File: src/rtl/dcl_pkg.sv
package dcl_pkg;
    typedef enum logic [1:0] {
        ST_TRACK     = 2'd0,
        ST_HOLD      = 2'd1,
        ST_FORCE_MIN = 2'd2,
        ST_FORCE_MAX = 2'd3
    } dcl_state_e;

    typedef struct packed {
        logic load;
        logic clr;
        logic set;
    } dcl_ctl_t;
endpackage

File: src/rtl/dcl_sequencer.sv
module dcl_sequencer
    import dcl_pkg::*;
(
    input  logic     clk,
    input  logic     rst_n,
    input  logic     load_hold,
    input  logic     force_min,
    input  logic     force_max,
    output dcl_ctl_t ctl,
    output logic     max_step
);
    dcl_state_e state_q;
    dcl_state_e state_d;

    // next-state selection, priority: clear, set, hold, track
    always_comb begin
        if (force_min)
            state_d = ST_FORCE_MIN;
        else if (force_max)
            state_d = ST_FORCE_MAX;
        else if (load_hold)
            state_d = ST_HOLD;
        else
            state_d = ST_TRACK;
    end

    // state register
    always_ff @(posedge clk or negedge rst_n) begin
        if (!rst_n)
            state_q <= ST_TRACK;
        else
            state_q <= state_d;
    end

    // action strobes for the edge about to happen
    always_comb begin
        ctl = '0;
        unique case (state_d)
            ST_TRACK:     ctl.load = 1'b1;
            ST_HOLD:      ctl      = '0;
            ST_FORCE_MIN: ctl.clr  = 1'b1;
            ST_FORCE_MAX: ctl.set  = 1'b1;
            default:      ctl      = '0;
        endcase
    end

    assign max_step = (state_q == ST_FORCE_MAX);
endmodule

File: src/rtl/dcl_bit_bank.sv
module dcl_bit_bank
    import dcl_pkg::*;
#(
    parameter int WIDTH = 10
) (
    input  logic             clk,
    input  logic             rst_n,
    input  dcl_ctl_t         ctl,
    input  logic [WIDTH-1:0] d,
    output logic [WIDTH-1:0] q
);
    genvar i;
    generate
        for (i = 0; i < WIDTH; i++) begin : g_cell
            always_ff @(posedge clk or negedge rst_n) begin
                if (!rst_n)
                    q[i] <= 1'b0;
                else if (ctl.clr)
                    q[i] <= 1'b0;
                else if (ctl.set)
                    q[i] <= 1'b1;
                else if (ctl.load)
                    q[i] <= d[i];
            end
        end
    endgenerate
endmodule

File: src/rtl/dcl_cascade_pair.sv
module dcl_cascade_pair
    import dcl_pkg::*;
(
    input  logic     clk,
    input  logic     rst_n,
    input  dcl_ctl_t ctl,
    input  logic     sel,
    output logic     out_p,
    output logic     out_n
);
    logic [0:0] bit_q;

    dcl_bit_bank #(.WIDTH(1)) u_bit (
        .clk   (clk),
        .rst_n (rst_n),
        .ctl   (ctl),
        .d     (sel),
        .q     (bit_q)
    );

    assign out_p = bit_q[0];
    assign out_n = ~bit_q[0];
endmodule

File: src/rtl/delay_code_latch.sv
module delay_code_latch
    import dcl_pkg::*;
#(
    parameter int CODE_W = 10
) (
    input  logic              clk,
    input  logic              rst_n,
    input  logic [CODE_W-1:0] tap_code,
    input  logic              casc_sel,
    input  logic              load_hold,
    input  logic              force_min,
    input  logic              force_max,
    output logic [CODE_W-1:0] tap_sel,
    output logic              casc_p,
    output logic              casc_n,
    output logic              max_step
);
    dcl_ctl_t ctl;

    dcl_sequencer u_seq (
        .clk       (clk),
        .rst_n     (rst_n),
        .load_hold (load_hold),
        .force_min (force_min),
        .force_max (force_max),
        .ctl       (ctl),
        .max_step  (max_step)
    );

    dcl_bit_bank #(.WIDTH(CODE_W)) u_code (
        .clk   (clk),
        .rst_n (rst_n),
        .ctl   (ctl),
        .d     (tap_code),
        .q     (tap_sel)
    );

    dcl_cascade_pair u_casc (
        .clk   (clk),
        .rst_n (rst_n),
        .ctl   (ctl),
        .sel   (casc_sel),
        .out_p (casc_p),
        .out_n (casc_n)
    );
endmodule

File: config.mk
export PLATFORM = sky130hd
export DESIGN_NAME = delay_code_latch
export DESIGN_NICKNAME = d
export VERILOG_FILES = /design/src/rtl/dcl_pkg.sv /design/src/rtl/dcl_sequencer.sv /design/src/rtl/dcl_bit_bank.sv /design/src/rtl/dcl_cascade_pair.sv /design/src/rtl/delay_code_latch.sv
export SDC_FILE = /design/constraint.sdc
export NUM_CORES = 1
export LEC_CHECK = 0
export BUFFER_PORTS_ARGS = -buffer_cell sky130_fd_sc_hd__clkbuf_2
export CORE_AREA = 10 10 47 49
export CTS_BUF_LIST = sky130_fd_sc_hd__clkbuf_8
export DETAILED_ROUTE_END_ITERATION = 8
export DIE_AREA = 0 0 57 59
export PLACE_DENSITY = 0.75
export SYNTH_ARGS = -nofsm -noshare
export SYNTH_HDL_FRONTEND = slang
export SYNTH_SLANG_ARGS = --single-unit
File: constraint.sdc
create_clock -name clk -period 0.9 [get_ports clk]
set_clock_uncertainty 0.2 [all_clocks]
set_input_delay 0.045 -clock clk [delete_from_list [all_inputs] [get_ports clk]]
set_output_delay 0.045 -clock clk [all_outputs]
set_load 0.02 [all_outputs]
==> flow_summary.rst, run 1 <==
.. list-table::
   :header-rows: 1

   * - Metric
     - Value
   * - Max FO, Critical Path
     - 1
   * - Worst Setup End Kind
     - primary output
   * - Min cycle time layout
     - ~1100 ps
   * - Worst-skew pair later-pin latency
     - around 240 ps
   * - Sequential cell area fraction in the yosys report
     - ~60%
   * - Total Power
     - 1.472 mW
   * - Number of clock sinks seen by CTS
     - 13
   * - Type of the worst setup path
     - register to primary output
   * - Hold path start
     - force_min
   * - Clock network fraction of total power
     - 33.7%
   * - Total length of routed wires
     - 1348 um
   * - Worst slew margin relative to its limit
     - between 70 and 80%
   * - Wire per inst
     - between 10 and 15 um
   * - Result of the run
     - complete, but fails checks
   * - Source of the worst register-to-register timing path
     - u_casc.u_bit.q
   * - Worst-case setup slack after placement
     - -137.0 ps
   * - Maximum cell stage delay along the critical path
     - around 360 ps
   * - Initial antenna violation count
     - 0
   * - X dimension of the die
     - around 57 um
   * - Num CTS Buffers
     - 3
   * - Antenna diode count
     - 0
   * - Number of routed nets with antenna violations
     - 0
   * - Final critical-path share of the clock period
     - 123.7%
   * - Area taken by multi-input logic gates
     - about 190 sq um
   * - Internal
     - between 1 and 1.5 mW
   * - Areal power density over the cells
     - between 1500 and 2000 nW/um^2
   * - Cell depth of the worst min-delay path
     - 2
   * - Vert. Die Dim
     - between 50 and 60 um
   * - Pin count of the biggest net entering global routing
     - 14
   * - Category of the worst setup path launch point
     - register
   * - Area enclosed by the die boundary
     - between 3000 and 4000 sq um
   * - Setup WS post-layout
     - -213.3 ps
   * - H-tree Lvls
     - 1
   * - Synthesized area per cell
     - about 12 sq um
   * - Sequential cell area
     - approximately 340 sq um
   * - Final slew viol count
     - 0
   * - Synthesis-stage register bit count
     - 13
   * - DRC Markers
     - 0
   * - Peak supply drop
     - between 800 and 900 uV
   * - Aggregate global-route resource usage
     - around 8%
   * - Iteration-0 DRC Markers
     - 6
   * - Violated checks
     - negative hold slack, negative setup slack
   * - Clock edge transition at the registers on the reported setup and hold paths
     - approximately 50 ps
   * - Effective utilization at floorplan
     - a little under two fifths
   * - Floorplan core area
     - 1401 sq um
   * - CTS tree
     - yes
   * - Netlist cell types
     - 10
   * - Number of port buffers
     - 28
   * - Routed via count divided by cell count
     - about 4.8
   * - Final net count
     - 93
   * - Leakage power figure
     - between 0.4 and 0.5 nW
   * - Syn Nets
     - 60
   * - Class of the tightest hold or removal check
     - primary input to register
   * - Detailed Routing Iterations Pass 1
     - 3
   * - Post-CTS setup buffers
     - 0
   * - Number of standard cells after synthesis
     - 44
   * - Area added between synthesis and finish
     - 62.33%
   * - Hold Slack
     - -177.4 ps
   * - Hold violation count in the final report
     - 13
   * - Slowest cell on the critical path
     - dfrtp_1
   * - Seq pwr share
     - between 40% and 50%
   * - Mapped cell area
     - between 500 and 600 sq um
   * - Wire length of the first global-routing pass
     - between 2000 and 2500 um
   * - Switching portion of total power
     - between 20% and 30%
   * - Share of post-route cells with drive strength above 1
     - about three fifths
   * - Power dissipated by switching net loads
     - between 0.3 and 0.4 mW
   * - Detailed placement HPWL
     - around 1000 um
   * - Crit-path cells
     - and2_4 > buf_8
   * - Global-route congestion overflow total
     - 0
   * - I/O pin count
     - 29
   * - Max-capacitance violation count
     - 0
   * - Worst-Margin Slew
     - between 300 and 400 ps
   * - Data arrival time of the worst path
     - ~870 ps
   * - FF-to-FF path depth
     - 2
   * - Endpoints failing setup
     - 24
   * - Routability congestion estimate from global placement
     - about 0.66
   * - Number of buffers between clock root and the deepest sink
     - 2
   * - Cell at the root of the clock tree
     - clkbuf_8
   * - Post-CTS Hold Fix Bufs
     - 1
   * - Vias in the first global route
     - 489
   * - RSZ-0062 raised after global routing
     - yes
   * - Crit path launch
     - u_seq.state_q[0]
   * - Filler Cells Inserted
     - ~120
   * - Maximum frequency from static timing analysis
     - approximately 0.9 GHz
   * - Comb pwr share
     - 21.3%
   * - DR vias
     - about 440
   * - Number of rows created at floorplan
     - 14
   * - Synth Warn #
     - 0
   * - Required time worst endpoint
     - ~650 ps
## final timing paths
path	to	slack, ps
max	max_step	-210
min	u_seq.state_q[1]	-180
max reg2reg	u_casc.u_bit.q	-60
min reg2reg	u_code.q[6]	380
max in group asynchronous	u_code.q[8]	200
min in group asynchronous	u_code.q[7]	40
## layer usage
metal | vias to the layer above | global-route usage [%] | wire length (um) | share of wire [%]
met2 | 16 | 12.87 | 669 | 50
li1 | 214 | - | - | -
met5 | - | 0 | 0 | 0
met1 | 209 | 8.813 | 529 | 39
met3 | 2 | 3.648 | 137 | 10
met4 | 0 | 5.034 | 12 | 0.89
## layout by cell type (no fill, tap or decap), types with 2 or more instances in the layout
cell type / instances
buf_6: 9
a21oi_1: 11
buf_8: 4
mux2i_1: 11
clkbuf_2: 15
inv_1: 2
dfrtp_2: 11
nor2_1: 2
clkbuf_8: 3
dfrtp_1: 2
## registers in the layout (all words and copies together) (netlist names)
signal	count
u_casc.u_bit.q	1
u_code.q	10
u_seq.state_q	2
## per-stage QoR
step	instances	TNS, ps	util [%]	area (sq um)	hold WS, ps
5_1_grt	92	-2956	62.32	873.3	-174.0
6_report	92	-2120	62.32	873.3	-177.4
3_5_place_dp	87	-1309	51.34	719.4	-249.6
2_1_floorplan	44	-689.9	-	551.8	-450.6
4_1_cts	92	-2316	57.95	812.0	-183.5
3_3_place_gp	87	-1037	51.34	719.4	-251.3
## what timing repair did
item,4_1_cts,5_1_grt
pin swaps,9,6
endpoints found under the setup margin,24,24
endpoints found under the hold margin,26,13
resized for setup,10,31
## cell type report
| class | instances | share of cell area, % |
|---|---|---|
| Inverter | 2 | 0.8596 |
| Multi-Input combinational cell | 26 | 21.49 |
| Clock inverter | 1 | 0.4298 |
| Timing Repair Buffer | 31 | 31.38 |
| Clock buffer | 3 | 4.728 |
| Sequential cell | 13 | 38.83 |
| Tap cell | 16 | 2.292 |
## worst max-delay path, delay by kind of cell (launching register included)
kind,cells,cell delay [ps]
AND/OR/NAND/NOR,1,160
flip-flops,1,360
buffers and inverters,1,120
## kinds of logic after synthesis
logic type / share of synthesized area [%]
buffers and inverters: 5.115
AO/OA/AOI/OAI: 10.23
multiplexers: 20.47
flip-flops: 60.46
AND/OR/NAND/NOR: 3.723
## cells in the mapped netlist
master     n  area share (%)
dfrtp_1   13              60
a21oi_1   11              10
mux2i_1   11              20
inv_1      2             1.4
nor2_1     2             1.4
and2_1     1             1.2
buf_2      1            0.93
buf_6      1             2.1
clkbuf_1   1            0.70
or2_2      1             1.2
## power groups by stage
stage          Clock (mW)  Combinational, mW  Sequential [mW]
2_1_floorplan           0             0.0902            0.708
3_3_place_gp            0              0.245            0.661
3_5_place_dp            0              0.249            0.662
4_1_cts             0.510              0.274            0.655
5_1_grt             0.543              0.339            0.669
6_report            0.497              0.313            0.662
(Power assumes the default switching activity.)
==> run 2, diff against run 1 <==
--- a/config.mk
+++ b/config.mk
@@ -6,11 +6,13 @@
 export NUM_CORES = 1
 export LEC_CHECK = 0
 export BUFFER_PORTS_ARGS = -buffer_cell sky130_fd_sc_hd__clkbuf_2
-export CORE_AREA = 10 10 47 49
+export CELL_PAD_IN_SITES_DETAIL_PLACEMENT = 1
+export CELL_PAD_IN_SITES_GLOBAL_PLACEMENT = 2
+export CORE_MARGIN = 10
+export CORE_UTILIZATION = 26
 export CTS_BUF_LIST = sky130_fd_sc_hd__clkbuf_8
 export DETAILED_ROUTE_END_ITERATION = 8
-export DIE_AREA = 0 0 57 59
-export PLACE_DENSITY = 0.75
+export PLACE_DENSITY = 0.8
 export SYNTH_ARGS = -nofsm -noshare
 export SYNTH_HDL_FRONTEND = slang
 export SYNTH_SLANG_ARGS = --single-unit
==> run 2 against run 1 <==
  * Critical path depth stayed put
  * Fmax grew 0.36%
  * The run still ends with negative hold slack, negative setup slack left
  * Non-clock buffer count is 1 lower
  * Largest cell class unchanged
  * Die area rose by 28%
==> flow_summary.rst, run 2 (synthesis results as in run 1) <==
.. list-table::
   :header-rows: 1

   * - Metric
     - Value
   * - Detailed placement HPWL
     - 1140 um (+13%)
   * - Class of the tightest hold or removal check
     - primary input to register
   * - Type of the worst setup path
     - register to primary output
   * - Crit Reg-Reg Endpoint
     - u_casc.u_bit.q
   * - Number of port buffers
     - 28 (unchanged)
   * - Vias in the first global route
     - 482 (-1.4%)
   * - Effective utilization at floorplan
     - 27.42% (-11 points)
   * - Aggregate global-route resource usage
     - 7.266% (-0.90 points)
   * - Detailed Routing Iterations Pass 1
     - 2 (-1)
   * - Number of flip-flops in the largest register
     - 10 (unchanged)
   * - Category of the worst setup path launch point
     - register
   * - Worst-skew pair later-pin latency
     - 240 ps (about the same)
   * - Post-CTS setup buffers
     - 0 (unchanged)
   * - Area added between synthesis and finish
     - 61.86%
   * - Number of rows created at floorplan
     - 16 (+2)
   * - Antenna diode count
     - 0 (unchanged)
   * - Leakage power figure
     - 0.4306 nW (-1.8%)
   * - Total length of routed wires
     - 1429 um (+6.0%)
   * - H-tree Lvls
     - 1 (unchanged)
   * - Commonest non-fill, non-tap cell in the layout
     - clkbuf_2
   * - Crit path launch
     - u_seq.state_q[0]
   * - FF-to-FF path depth
     - 2 (unchanged)
   * - Worst slew margin relative to its limit
     - 75.51% (+1.9 points)
   * - Initial antenna violation count
     - 0 (unchanged)
   * - Post-CTS Hold Fix Bufs
     - 1 (unchanged)
   * - Final critical-path share of the clock period
     - 123.3% (-0.44 points)
   * - Wire length of the first global-routing pass
     - 2421 um (+9.3%)
   * - Peak supply drop
     - 617.1 uV (-29%)
   * - Share of post-route cells with drive strength above 1
     - 61.33% (-0.51 points)
   * - RSZ-0062 raised after global routing
     - yes
   * - DRC Markers
     - 0 (unchanged)
   * - Endpoints failing setup
     - 24 (unchanged)
   * - Pin count of the biggest net entering global routing
     - 14 (unchanged)
   * - Worst-Margin Slew
     - 367.4 ps (-29.12 ps)
   * - Clock edge transition at the registers on the reported setup and hold paths
     - 50 ps (about the same)
   * - CTS tree
     - yes
   * - Global-route congestion overflow total
     - 0 (unchanged)
   * - Most flop-heavy register
     - u_code.q
   * - Max FO, Critical Path
     - 1 (unchanged)
   * - Min cycle time layout
     - 1109 ps (-3.945 ps)
   * - Cell at the root of the clock tree
     - clkbuf_8
   * - Result of the run
     - complete, but fails checks
   * - Hold violation count in the final report
     - 13 (unchanged)
   * - Most frequent cells in the layout
     - 15 x clkbuf_2, 11 x mux2i_1, 11 x a21oi_1, 11 x dfrtp_2, 8 x buf_6
   * - Top flop regs
     - u_code.q: 10 flops, u_seq.state_q: 2 flops, u_casc.u_bit.q: 1 flops
   * - Violated checks
     - negative hold slack, negative setup slack
   * - Number of clock sinks seen by CTS
     - 13 (unchanged)
   * - DR vias
     - 429 (-2.7%)
   * - Final slew viol count
     - 0 (unchanged)
   * - Worst Setup End Kind
     - primary output
   * - Setup slack of the worst register-to-register path
     - -60 ps (about the same)
   * - Routability congestion estimate from global placement
     - 0.6676 (+1.2%)
   * - Maximum frequency from static timing analysis
     - 0.9014 GHz (+0.36%)
   * - Final net count
     - 92 (-1.1%)
   * - Vert. Die Dim
     - 65.49 um (+11%)
   * - Routed via count divided by cell count
     - 4.206 (-12%)
   * - Iteration-0 DRC Markers
     - 9 (+3)
   * - Source of the worst register-to-register timing path
     - u_casc.u_bit.q
   * - Setup WS post-layout
     - -209.3 ps (+3.945 ps)
   * - Placed cell area
     - 713.2 sq um (-0.87%)
   * - Number of routed nets with antenna violations
     - 0 (unchanged)
   * - Data arrival time of the worst path
     - 860 ps (about the same)
   * - Area enclosed by the die boundary
     - 4289 sq um (+28%)
   * - Max-capacitance violation count
     - 0 (unchanged)
   * - Required time worst endpoint
     - 650 ps (about the same)
   * - Number of buffers between clock root and the deepest sink
     - 2 (unchanged)
   * - Areal power density over the cells
     - 1682 nW/um^2 (-0.22%)
   * - Num CTS Buffers
     - 3 (unchanged)
   * - Wire per inst
     - 14.01 um (-4.4%)
   * - Final instance area
     - 870.8 sq um (-0.29%)
   * - I/O pin count
     - 29 (unchanged)
   * - Critical path capture point
     - max_step
   * - X dimension of the die
     - 65.49 um (+15%)
   * - Hold Slack
     - -177.4 ps (-0.002000 ps)
   * - Floorplan core area
     - 1962 sq um (+40%)
==> run 2: layout make-up <==
cell class                 count  area [sq um]
clock buffer                   3         41.29
clock inverter                 1         3.754
fill                         221          1091
inverter                       2         7.507
multi-input combinational     26         187.7
sequential                    13         339.1
tap                           27         33.78
timing repair buffer          30         257.7
==> run 2: report_power, final <==
| group | switching [mW] | internal (mW) | total (mW) | leakage, nW |
|---|---|---|---|---|
| sequential | 0.0307 | 0.633 | 0.664 | 0.146 |
| clock | 0.196 | 0.300 | 0.496 | 0.0269 |
| combinational | 0.144 | 0.161 | 0.305 | 0.258 |
| total | 0.370 | 1.09 | 1.46 | 0.431 |
==> run 2: through the flow <==
stage,util (%),power [mW],instances,TNS (ps),setup slack (ps)
finish,44.39,1.465,102,-2228,-209.3
global placement,36.35,0.9008,97,-1334,-137.0
CTS,41.39,1.446,102,-2492,-236.0
floorplan,-,0.7984,44,-689.9,-71.37
global route,44.39,1.555,102,-3126,-238.6
detailed placement,36.35,0.9056,97,-1301,-129.1
==> run 2: worst max-delay path: stages (launching register included) <==
cell and delay, ps:
dfrtp_1 350, and2_4 150, buf_6 120
==> run 2: per-layer routing <==
metal / up-vias / GRT usage, % / wire length (um)
li1: 210 / - / -
met1: 202 / 7.018 / 500
met2: 15 / 11.46 / 761
met3: 2 / 3.898 / 145
met4: 0 / 5.615 / 21
met5: - / 0 / 0
==> run 2: how the worst min path moves through the flow <==
stage                   start          endpoint  slack, ps  cells past startpoint
floorplan               rst_n    u_casc.u_bit.q       -450                      0
global placement        rst_n  u_seq.state_q[0]       -240                      1
detailed placement      rst_n  u_seq.state_q[0]       -240                      1
CTS                 force_min  u_seq.state_q[1]       -180                      2
global route        force_min  u_seq.state_q[1]       -170                      2
finish              force_min  u_seq.state_q[1]       -180                      2
==> run 2: timing repair <==
item | 4_1_cts | 5_1_grt
gates resized for setup | 11 | 30
setup endpoints to repair | 24 | 24
endpoints found under the hold margin | 26 | 13
